$ cat config.mk
export PLATFORM = sky130hd
export DESIGN_NAME = acodec_regbank
export DESIGN_NICKNAME = d
export VERILOG_FILES = /design/src/rtl/acodec_pkg.sv /design/src/rtl/acodec_vol_reg.sv /design/src/rtl/acodec_route.sv /design/src/rtl/acodec_regbank.sv
export SDC_FILE = /design/constraint.sdc
export NUM_CORES = 1
export LEC_CHECK = 0
export BUFFER_PORTS_ARGS = -buffer_cell sky130_fd_sc_hd__buf_4
export CORE_MARGIN = 1
export CORE_UTILIZATION = 30
export CTS_CLUSTER_DIAMETER = 80
export CTS_CLUSTER_SIZE = 8
export DETAILED_ROUTE_END_ITERATION = 10
export GPL_ROUTABILITY_DRIVEN = 0
export PLACE_DENSITY = 0.57
export SYNTH_ARGS = -nofsm -noshare
export SYNTH_HDL_FRONTEND = slang
export SYNTH_SLANG_ARGS = --single-unit
$ cat constraint.sdc
create_clock -name clk -period 2.4 [get_ports clk]
set_input_delay 0.24 -clock clk [delete_from_list [all_inputs] [get_ports clk]]
set_output_delay 0.24 -clock clk [all_outputs]
set_load 0.02 [all_outputs]
$ cat src/rtl/acodec_pkg.sv
package acodec_pkg;
  localparam int IDXW  = 7;
  localparam int DW    = 16;
  localparam int AW    = 5;
  localparam int NCH   = 11;
  localparam int SRCW  = 3;
  localparam int SERW  = 4;

  // word addresses (index >> 1)
  localparam logic [IDXW-2:0] WA_RESET  = 6'h00;
  localparam logic [IDXW-2:0] WA_MASTER = 6'h01;
  localparam logic [IDXW-2:0] WA_HPHONE = 6'h02;
  localparam logic [IDXW-2:0] WA_MONO   = 6'h03;
  localparam logic [IDXW-2:0] WA_PCM    = 6'h0C;
  localparam logic [IDXW-2:0] WA_RECSEL = 6'h0D;
  localparam logic [IDXW-2:0] WA_SERCFG = 6'h3A;
  localparam logic [IDXW-2:0] WA_MISC   = 6'h3B;

  // path order on atten_o / mute_o
  localparam int CH_LINE_L = 0;
  localparam int CH_LINE_R = 1;
  localparam int CH_HP_L   = 2;
  localparam int CH_HP_R   = 3;
  localparam int CH_MONO   = 4;
  localparam int CH_CENTER = 5;
  localparam int CH_LFE    = 6;
  localparam int CH_SURR_L = 7;
  localparam int CH_SURR_R = 8;
  localparam int CH_PCM_L  = 9;
  localparam int CH_PCM_R  = 10;

  typedef struct packed {
    logic          mute_hi;
    logic [AW-1:0] att_hi;
    logic          mute_lo;
    logic [AW-1:0] att_lo;
  } vol_t;

  localparam vol_t VOL_DEFAULT = '{mute_hi: 1'b1, att_hi: '0, mute_lo: 1'b0, att_lo: '0};

  function automatic logic [AW-1:0] sat_field(input logic ovf, input logic [AW-1:0] v);
    return ovf ? {AW{1'b1}} : v;
  endfunction
endpackage

$ cat src/rtl/acodec_vol_reg.sv
module acodec_vol_reg
  import acodec_pkg::*;
#(
  parameter bit STEREO = 1'b1
) (
  input  logic          clk,
  input  logic          rst_n,
  input  logic          soft_rst,
  input  logic          wr_sel,
  input  logic [DW-1:0] wr_data,
  output vol_t          q,
  output logic [DW-1:0] rd_word
);
  vol_t nxt;

  generate
    if (STEREO) begin : g_stereo
      always_comb begin
        nxt.mute_hi = wr_data[15];
        nxt.att_hi  = sat_field(wr_data[13], wr_data[12:8]);
        nxt.mute_lo = wr_data[7];
        nxt.att_lo  = sat_field(wr_data[5], wr_data[4:0]);
      end
    end else begin : g_mono
      always_comb begin
        nxt.mute_hi = wr_data[15];
        nxt.att_hi  = '0;
        nxt.mute_lo = 1'b0;
        nxt.att_lo  = sat_field(wr_data[5], wr_data[4:0]);
      end
    end
  endgenerate

  always_ff @(posedge clk or negedge rst_n) begin
    if (!rst_n)        q <= VOL_DEFAULT;
    else if (soft_rst) q <= VOL_DEFAULT;
    else if (wr_sel)   q <= nxt;
  end

  assign rd_word = {q.mute_hi, 2'b00, q.att_hi, q.mute_lo, 2'b00, q.att_lo};
endmodule

$ cat src/rtl/acodec_route.sv
module acodec_route
  import acodec_pkg::*;
(
  input  vol_t               master,
  input  vol_t               hphone,
  input  vol_t               mono,
  input  vol_t               pcm,
  input  logic               split_en,
  input  logic               compat,
  output logic [NCH*AW-1:0]  atten_o,
  output logic [NCH-1:0]     mute_o
);
  logic [AW-1:0] att [NCH];
  logic          mut [NCH];

  function automatic logic rmute(input vol_t v, input logic split);
    return split ? v.mute_lo : v.mute_hi;
  endfunction

  always_comb begin
    att[CH_LINE_L] = master.att_hi;  mut[CH_LINE_L] = master.mute_hi;
    att[CH_LINE_R] = master.att_lo;  mut[CH_LINE_R] = rmute(master, split_en);
    att[CH_HP_L]   = hphone.att_hi;  mut[CH_HP_L]   = hphone.mute_hi;
    att[CH_HP_R]   = hphone.att_lo;  mut[CH_HP_R]   = rmute(hphone, split_en);
    att[CH_MONO]   = mono.att_lo;    mut[CH_MONO]   = mono.mute_hi;
    att[CH_PCM_L]  = pcm.att_hi;     mut[CH_PCM_L]  = pcm.mute_hi;
    att[CH_PCM_R]  = pcm.att_lo;     mut[CH_PCM_R]  = rmute(pcm, split_en);
    if (compat) begin
      att[CH_CENTER] = master.att_hi;  mut[CH_CENTER] = master.mute_hi;
      att[CH_LFE]    = master.att_lo;  mut[CH_LFE]    = rmute(master, split_en);
      att[CH_SURR_L] = {AW{1'b1}};     mut[CH_SURR_L] = 1'b1;
      att[CH_SURR_R] = {AW{1'b1}};     mut[CH_SURR_R] = 1'b1;
    end else begin
      att[CH_CENTER] = pcm.att_hi;     mut[CH_CENTER] = pcm.mute_hi;
      att[CH_LFE]    = pcm.att_lo;     mut[CH_LFE]    = rmute(pcm, split_en);
      att[CH_SURR_L] = pcm.att_hi;     mut[CH_SURR_L] = pcm.mute_hi;
      att[CH_SURR_R] = pcm.att_lo;     mut[CH_SURR_R] = rmute(pcm, split_en);
    end
  end

  generate
    for (genvar k = 0; k < NCH; k++) begin : g_pack
      assign atten_o[k*AW +: AW] = att[k];
      assign mute_o[k]           = mut[k];
    end
  endgenerate
endmodule

$ cat src/rtl/acodec_regbank.sv
module acodec_regbank
  import acodec_pkg::*;
#(
  parameter logic [9:0] ID_CODE = 10'h250
) (
  input  logic                clk,
  input  logic                rst_n,
  input  logic [IDXW-1:0]     reg_idx,
  input  logic [DW-1:0]       wr_data,
  input  logic                wr_en,
  input  logic                rd_en,
  output logic [DW-1:0]       rd_data,
  output logic                rd_valid,
  output logic [NCH*AW-1:0]   atten_o,
  output logic [NCH-1:0]      mute_o,
  output logic [SRCW-1:0]     rec_src_l,
  output logic [SRCW-1:0]     rec_src_r
);
  localparam int NVOL = 4;
  localparam logic [IDXW-2:0] VOL_WA [NVOL] = '{WA_MASTER, WA_HPHONE, WA_MONO, WA_PCM};
  localparam bit              VOL_ST [NVOL] = '{1'b1, 1'b1, 1'b0, 1'b1};

  logic [IDXW-2:0] wa;
  logic            soft_rst;
  vol_t            vq  [NVOL];
  logic [DW-1:0]   vrd [NVOL];
  logic            split_en, compat;
  logic [SERW-1:0] sercfg;
  logic [DW-1:0]   rd_mux;

  assign wa       = reg_idx[IDXW-1:1];
  assign soft_rst = wr_en && (wa == WA_RESET);

  generate
    for (genvar i = 0; i < NVOL; i++) begin : g_vol
      acodec_vol_reg #(.STEREO(VOL_ST[i])) u_vol (
        .clk     (clk),
        .rst_n   (rst_n),
        .soft_rst(soft_rst),
        .wr_sel  (wr_en && (wa == VOL_WA[i])),
        .wr_data (wr_data),
        .q       (vq[i]),
        .rd_word (vrd[i])
      );
    end
  endgenerate

  always_ff @(posedge clk or negedge rst_n) begin
    if (!rst_n) begin
      rec_src_l <= '0;
      rec_src_r <= '0;
      split_en  <= 1'b0;
      compat    <= 1'b0;
    end else if (soft_rst) begin
      rec_src_l <= '0;
      rec_src_r <= '0;
      split_en  <= 1'b0;
      compat    <= 1'b0;
    end else if (wr_en) begin
      if (wa == WA_RECSEL) begin
        rec_src_l <= wr_data[8 +: SRCW];
        rec_src_r <= wr_data[0 +: SRCW];
      end
      if (wa == WA_MISC) begin
        split_en <= wr_data[0];
        compat   <= wr_data[1];
      end
    end
  end

  // serial configuration survives the register-reset write
  always_ff @(posedge clk or negedge rst_n) begin
    if (!rst_n)                          sercfg <= '0;
    else if (wr_en && wa == WA_SERCFG)   sercfg <= wr_data[SERW-1:0];
  end

  always_comb begin
    rd_mux = '0;
    case (wa)
      WA_RESET:  rd_mux = {6'b0, ID_CODE};
      WA_MASTER: rd_mux = vrd[0];
      WA_HPHONE: rd_mux = vrd[1];
      WA_MONO:   rd_mux = vrd[2];
      WA_PCM:    rd_mux = vrd[3];
      WA_RECSEL: rd_mux = {5'b0, rec_src_l, 5'b0, rec_src_r};
      WA_SERCFG: rd_mux = {{(DW-SERW){1'b0}}, sercfg};
      WA_MISC:   rd_mux = {14'b0, compat, split_en};
      default:   rd_mux = '0;
    endcase
  end

  always_ff @(posedge clk or negedge rst_n) begin
    if (!rst_n) begin
      rd_data  <= '0;
      rd_valid <= 1'b0;
    end else begin
      rd_valid <= rd_en;
      if (rd_en) rd_data <= rd_mux;
    end
  end

  acodec_route u_route (
    .master  (vq[0]),
    .hphone  (vq[1]),
    .mono    (vq[2]),
    .pcm     (vq[3]),
    .split_en(split_en),
    .compat  (compat),
    .atten_o (atten_o),
    .mute_o  (mute_o)
  );
endmodule

# == After elaboration in Yosys (flattened, before gate mapping) ==
# Index checks and enable logic that the tools add are counted.
# word_totals
regBits,77
inputBits,27
output_inout_bits,89
word_cells,74
# classes
n_reduce_logical,16
n_eq_ne,7
mux,28
# op_table
operator,count
one-hot mux 16 bit (8 select lines),1
two-way mux 12 bit,8
two-way mux 20 bit,1
two-way mux 3 bit,6
nonzero test 2 bit,7
== test 6 x 2 -> 1 bit (second input constant),2
== test 6 x 4 -> 1 bit (second input constant),2
== test 6 bit (second input constant),2
two-way mux 5 bit,2
two-way mux 1 bit,9
== test 6 x 1 -> 1 bit (second input constant),1
logical AND 1 bit,6
zero test 6 bit,1
two-way mux 4 bit,1
AND reduction 2 bit,2

# == Logic depth before layout (Yosys ltp) ==
# depth
word_depth,4
mapped_depth,8
depth_no_buf,4

# == By module ==
# From an unflattened synthesis, not the netlist that was laid out.
# hier_totals
cells_unflattened,501
area_unflattened_um2,4874.7
# modules_own_cells
mod,cells_per_inst,instances,area_per_inst_um2,seq_area_each_um2
acodec_vol_reg at g_vol[0].u_vol ...,66,3,668.1,301.5
acodec_regbank,187,1,1869.3,725.7
acodec_route,69,1,578.1,0.0
acodec_vol_reg at g_vol[2].u_vol,47,1,422.9,151.4

# == Worst setup path before layout ==
# Ideal clock, no wire load.
# synth_path
path_kind,reg2out
startpoint,register g_vol[3].u_vol.q[11] (netlist bit)
endpoint,output port mute_o[6]
t_required_ps,2160
path_stages_with_launch,5
t_arrival_ps,1697
setup_slack_ps,463
n_path_buf,0
path_cell_list,dfstp_2 > inv_1 > o21ai_0 > nand2b_1 > o21a_1
# synth_between
elab_chain_cells,2
# synth_lines
element,line,source
"start, declared",acodec_vol_reg.sv:11,"output vol_t q,"
"start signal, assigned",acodec_vol_reg.sv:37,else if (wr_sel) q <= nxt;
two-way mux 1 bit,--,
via mute_o[10],acodec_regbank.sv:15,"output logic [NCH-1:0] mute_o,"
two-way mux 4 bit,acodec_route.sv:28,if (compat) begin
"end, declared",acodec_regbank.sv:15,
# The timed path passes the listed nets, and every way through them passes these cells.

# == Worst setup path in the final report ==
# layout_path
startpoint,register compat
endpoint,output port atten_o[33]
# layout_between
elab_chain_cells,1
# layout_lines
element,line,source
"start, declared",acodec_regbank.sv:27,"logic split_en, compat;"
"start signal, assigned",acodec_regbank.sv:66,compat <= wr_data[1];
two-way mux 20 bit,acodec_route.sv:28,
"end, declared",acodec_regbank.sv:14,"output logic [NCH*AW-1:0] atten_o,"
# No other way between the ends.

==> flow_metrics.env <==
export IMPL_worst_pin_slew_ns=1.14
export IMPL_final_cells=629
export IMPL_synthXorXnorAreaFrac_pct=0
export IMPL_antenna_found_initial=0
export IMPL_max_cap_violations=0
export IMPL_arrival_ns=1.88
export IMPL_cts_setup_buffers=0
export IMPL_slowest_delay_ns=0.74
export IMPL_slew_headroom_pct=22.9
export IMPL_final_nets=483
export IMPL_grt_pass1_wl_um=17200
export IMPL_avgSynthCellArea_um2=9.80
export IMPL_required_ns=2.16
export IMPL_slew_violations=0
export IMPL_ant_nets=0
export IMPL_rows=40
export IMPL_hold_viol=0
export IMPL_ctsResizeCount=0
export IMPL_yosys_area_share_simple_pct=14.1
export IMPL_yosysSeqAreaShare_pct=45.4
export IMPL_critPathCaptureType="output port"
export IMPL_drc=0
export IMPL_grt_start_max_net_pins=69
export IMPL_path_cells="buf_4, mux2_2, buf_4"
export IMPL_synth_compound_area_share_pct=19.5
export IMPL_final_common_cell="buf_4"
export IMPL_synth_top_family_by_area="compound AO/OA/AOI/OAI gates"
export IMPL_rsz0062_at_grt="false"
export IMPL_diodes=0
export IMPL_setup_tns_ns=0
export IMPL_path_max_fanout=16
export IMPL_use_met1_pct=23.6
export IMPL_status="finished, final reports clean"
export IMPL_drive_gt1_share_pct=39.3
export IMPL_io_buffers=109
export IMPL_dpl_cell_count=613
export IMPL_cts_tree="yes"
export IMPL_grt_pass1_vias=3099
export IMPL_layout_worst_path_cycle_share_pct=88.5
export IMPL_ys_flop_type="dfrtp_1"
export IMPL_post_dp_hpwl_um=8210
export IMPL_synthArstFlopShare_pct=100
export IMPL_synth_cell_types=52
export IMPL_path_buf_inv=2
export IMPL_top_usage_layer="met2"
export IMPL_syn2layout_area_growth_pct=27.9
export IMPL_synth_seq_cells=68
export IMPL_route_vias_total=3165
export IMPL_hold_path_class="in2async"
export IMPL_fmax_mhz=471
export IMPL_die_area_mm2=0.0130
export IMPL_synth_mux_area_fraction_pct=8.21
export IMPL_die_h_um=114
export IMPL_fin_crit_ns=2.12
export IMPL_initial_utilization_pct=31.1
export IMPL_final_cell_mix="buf_4 (121), dfrtp_1 (64), o21ai_0 (37)"
export IMPL_vias_per_cell=5.03
export IMPL_grtUsageMet3_pct=3.67
export IMPL_leakage_uw=0.00224
export IMPL_clk_path_buf_depth=2
export IMPL_cts_sink_count=68
export IMPL_cpMaxStageDelayCell="dfrtp_1"
export IMPL_cts_clk_slew_worst_paths_ns=0.05
export IMPL_ir_drop_v=0.000524
export IMPL_htree_levels=3
export IMPL_synth_warnings=0
export IMPL_insertion_delay_ns=0.33
export IMPL_power_density_mw_per_mm2=851
export IMPL_finalClockSkew_ns=0.00522
export IMPL_synth_edff_count=0
export IMPL_avgRoutedWirePerCell_um=17.9
export IMPL_synthCells=384
export IMPL_drt_pass1_iterations=5
export IMPL_grt_usage_pct=17.7
export IMPL_cp_top_family="flip-flops"
export IMPL_setup_violations_final=0
export IMPL_postCtsHoldBufs=0
export IMPL_clk_root_buffer_cell="clkbuf_16"
export IMPL_coreArea_mm2=0.0121
export IMPL_wirelength_um=11300
export IMPL_grt_ovfl_total=0
export IMPL_grt_util_met2_pct=28.6
export IMPL_drtIter0Drc=227
export IMPL_ios=116
export IMPL_critical_path_class="reg2out"
export IMPL_cp_start_kind="flip-flop"
export IMPL_yosys_area_share_adder_pct=0
export IMPL_cp_common_cell="buf_4"
export IMPL_syn_area_mm2=0.00376
export IMPL_cts_inserted_buffers=9
export IMPL_die_w_um=114
export IMPL_reg2reg_slack_ns=0.63
[worst paths after layout]
| check | start | to | depth (start not counted) |
|---|---|---|---|
| max | compat | atten_o[33] | 3 |
| min | rst_n | rd_data[10] | 1 |
| max reg2reg | compat | rd_data[1] | 5 |
| min reg2reg | sercfg[2] | sercfg[2] | 1 |
| max in group asynchronous | rst_n | g_vol[3].u_vol.q[3] | 1 |
| min in group clk | rd_en | rd_valid | 1 |
[where the power goes]
part / leakage, uW / internal, uW / switching [uW]
Sequential: 0.000871 / 1300 / 180
Clock: 0.000159 / 932 / 468
Combinational: 0.00121 / 563 / 656
Total: 0.00224 / 2790 / 1300
[state kept, by name (all words and copies together) (netlist names)]
register,flops
rec_src_l,3
rd_valid,1
sercfg,4
compat,1
rd_data,13
split_en,1
rec_src_r,3
g_vol.u_vol.q,42
[per-stage QoR]
step                util [%]  total power (uW)  cell area [um^2]  hold WS, ns  worst slack [ns]
finish                  39.7              4100              4810       0.0350             0.276
global route            39.7              4270              4810       0.0954             0.180
CTS                     39.7              4140              4810       0.0663             0.210
detailed placement      37.1              2730              4500        0.412             0.184
global placement        37.1              2710              4500        0.414             0.205
floorplan                  -              2280              3770      -0.0556             0.463
[cell type report]
class	instances	area, um^2
fillers	1214	7300
flip-flops and latches	68	1710
multi-input cells	233	1580
repair buffers	121	908
clock buffers	11	243
well taps	168	210
inverters	23	86.3
clock inverters	5	75.1
[cells in the mapped netlist, types with 2 or more instances]
cell type / n / area (um^2)
a22o_1: 17 / 149
o22a_1: 2 / 17.5
o21a_1: 3 / 22.5
dfrtp_1: 64 / 1600
or2_2: 10 / 62.6
nand3_1: 10 / 50.1
nor2b_1: 3 / 18.8
nor2_1: 12 / 45.0
o21ai_0: 37 / 185
mux2_2: 23 / 259
nand2b_1: 4 / 25.0
clkbuf_1: 11 / 41.3
o22ai_1: 20 / 125
a22oi_1: 4 / 30.0
and3_1: 2 / 12.5
and4_1: 2 / 17.5
o2bb2ai_1: 8 / 70.1
nand2_1: 29 / 109
mux2i_1: 5 / 50.1
and2_1: 2 / 12.5
buf_2: 11 / 55.1
a221oi_1: 5 / 43.8
inv_1: 23 / 86.3
dfstp_2: 4 / 105
buf_4: 37 / 278
nand3b_1: 5 / 37.5
a21oi_1: 4 / 20.0
or4_1: 2 / 15.0
buf_1: 2 / 7.51
[cell families (layout without fill, tap and decap cells)]
| group | count (synthesis) | after routing |
|---|---|---|
| AO/OA/AOI/OAI | 108 | 108 |
| AND/OR/NAND/NOR | 94 | 94 |
| buffers and inverters | 85 | 160 |
| other | 1 | 3 |
| multiplexers | 28 | 28 |
| flip-flops | 68 | 68 |
[worst register-to-register path, cell delays in order (launching register included)]
cell and delay (ns):
dfrtp_1 0.61, buf_4 0.30, mux2_2 0.27, nand3_1 0.09, and4_1 0.24, o22ai_1 0.08
[metal layers]
| metal | vias to the layer above | wire (um) |
|---|---|---|
| met5 | - | 0 |
| met4 | 0 | 113 |
| met3 | 12 | 756 |
| met2 | 124 | 5460 |
| met1 | 1550 | 4960 |
| li1 | 1479 | - |
Note: power is estimated with default switching activity, not from simulation.
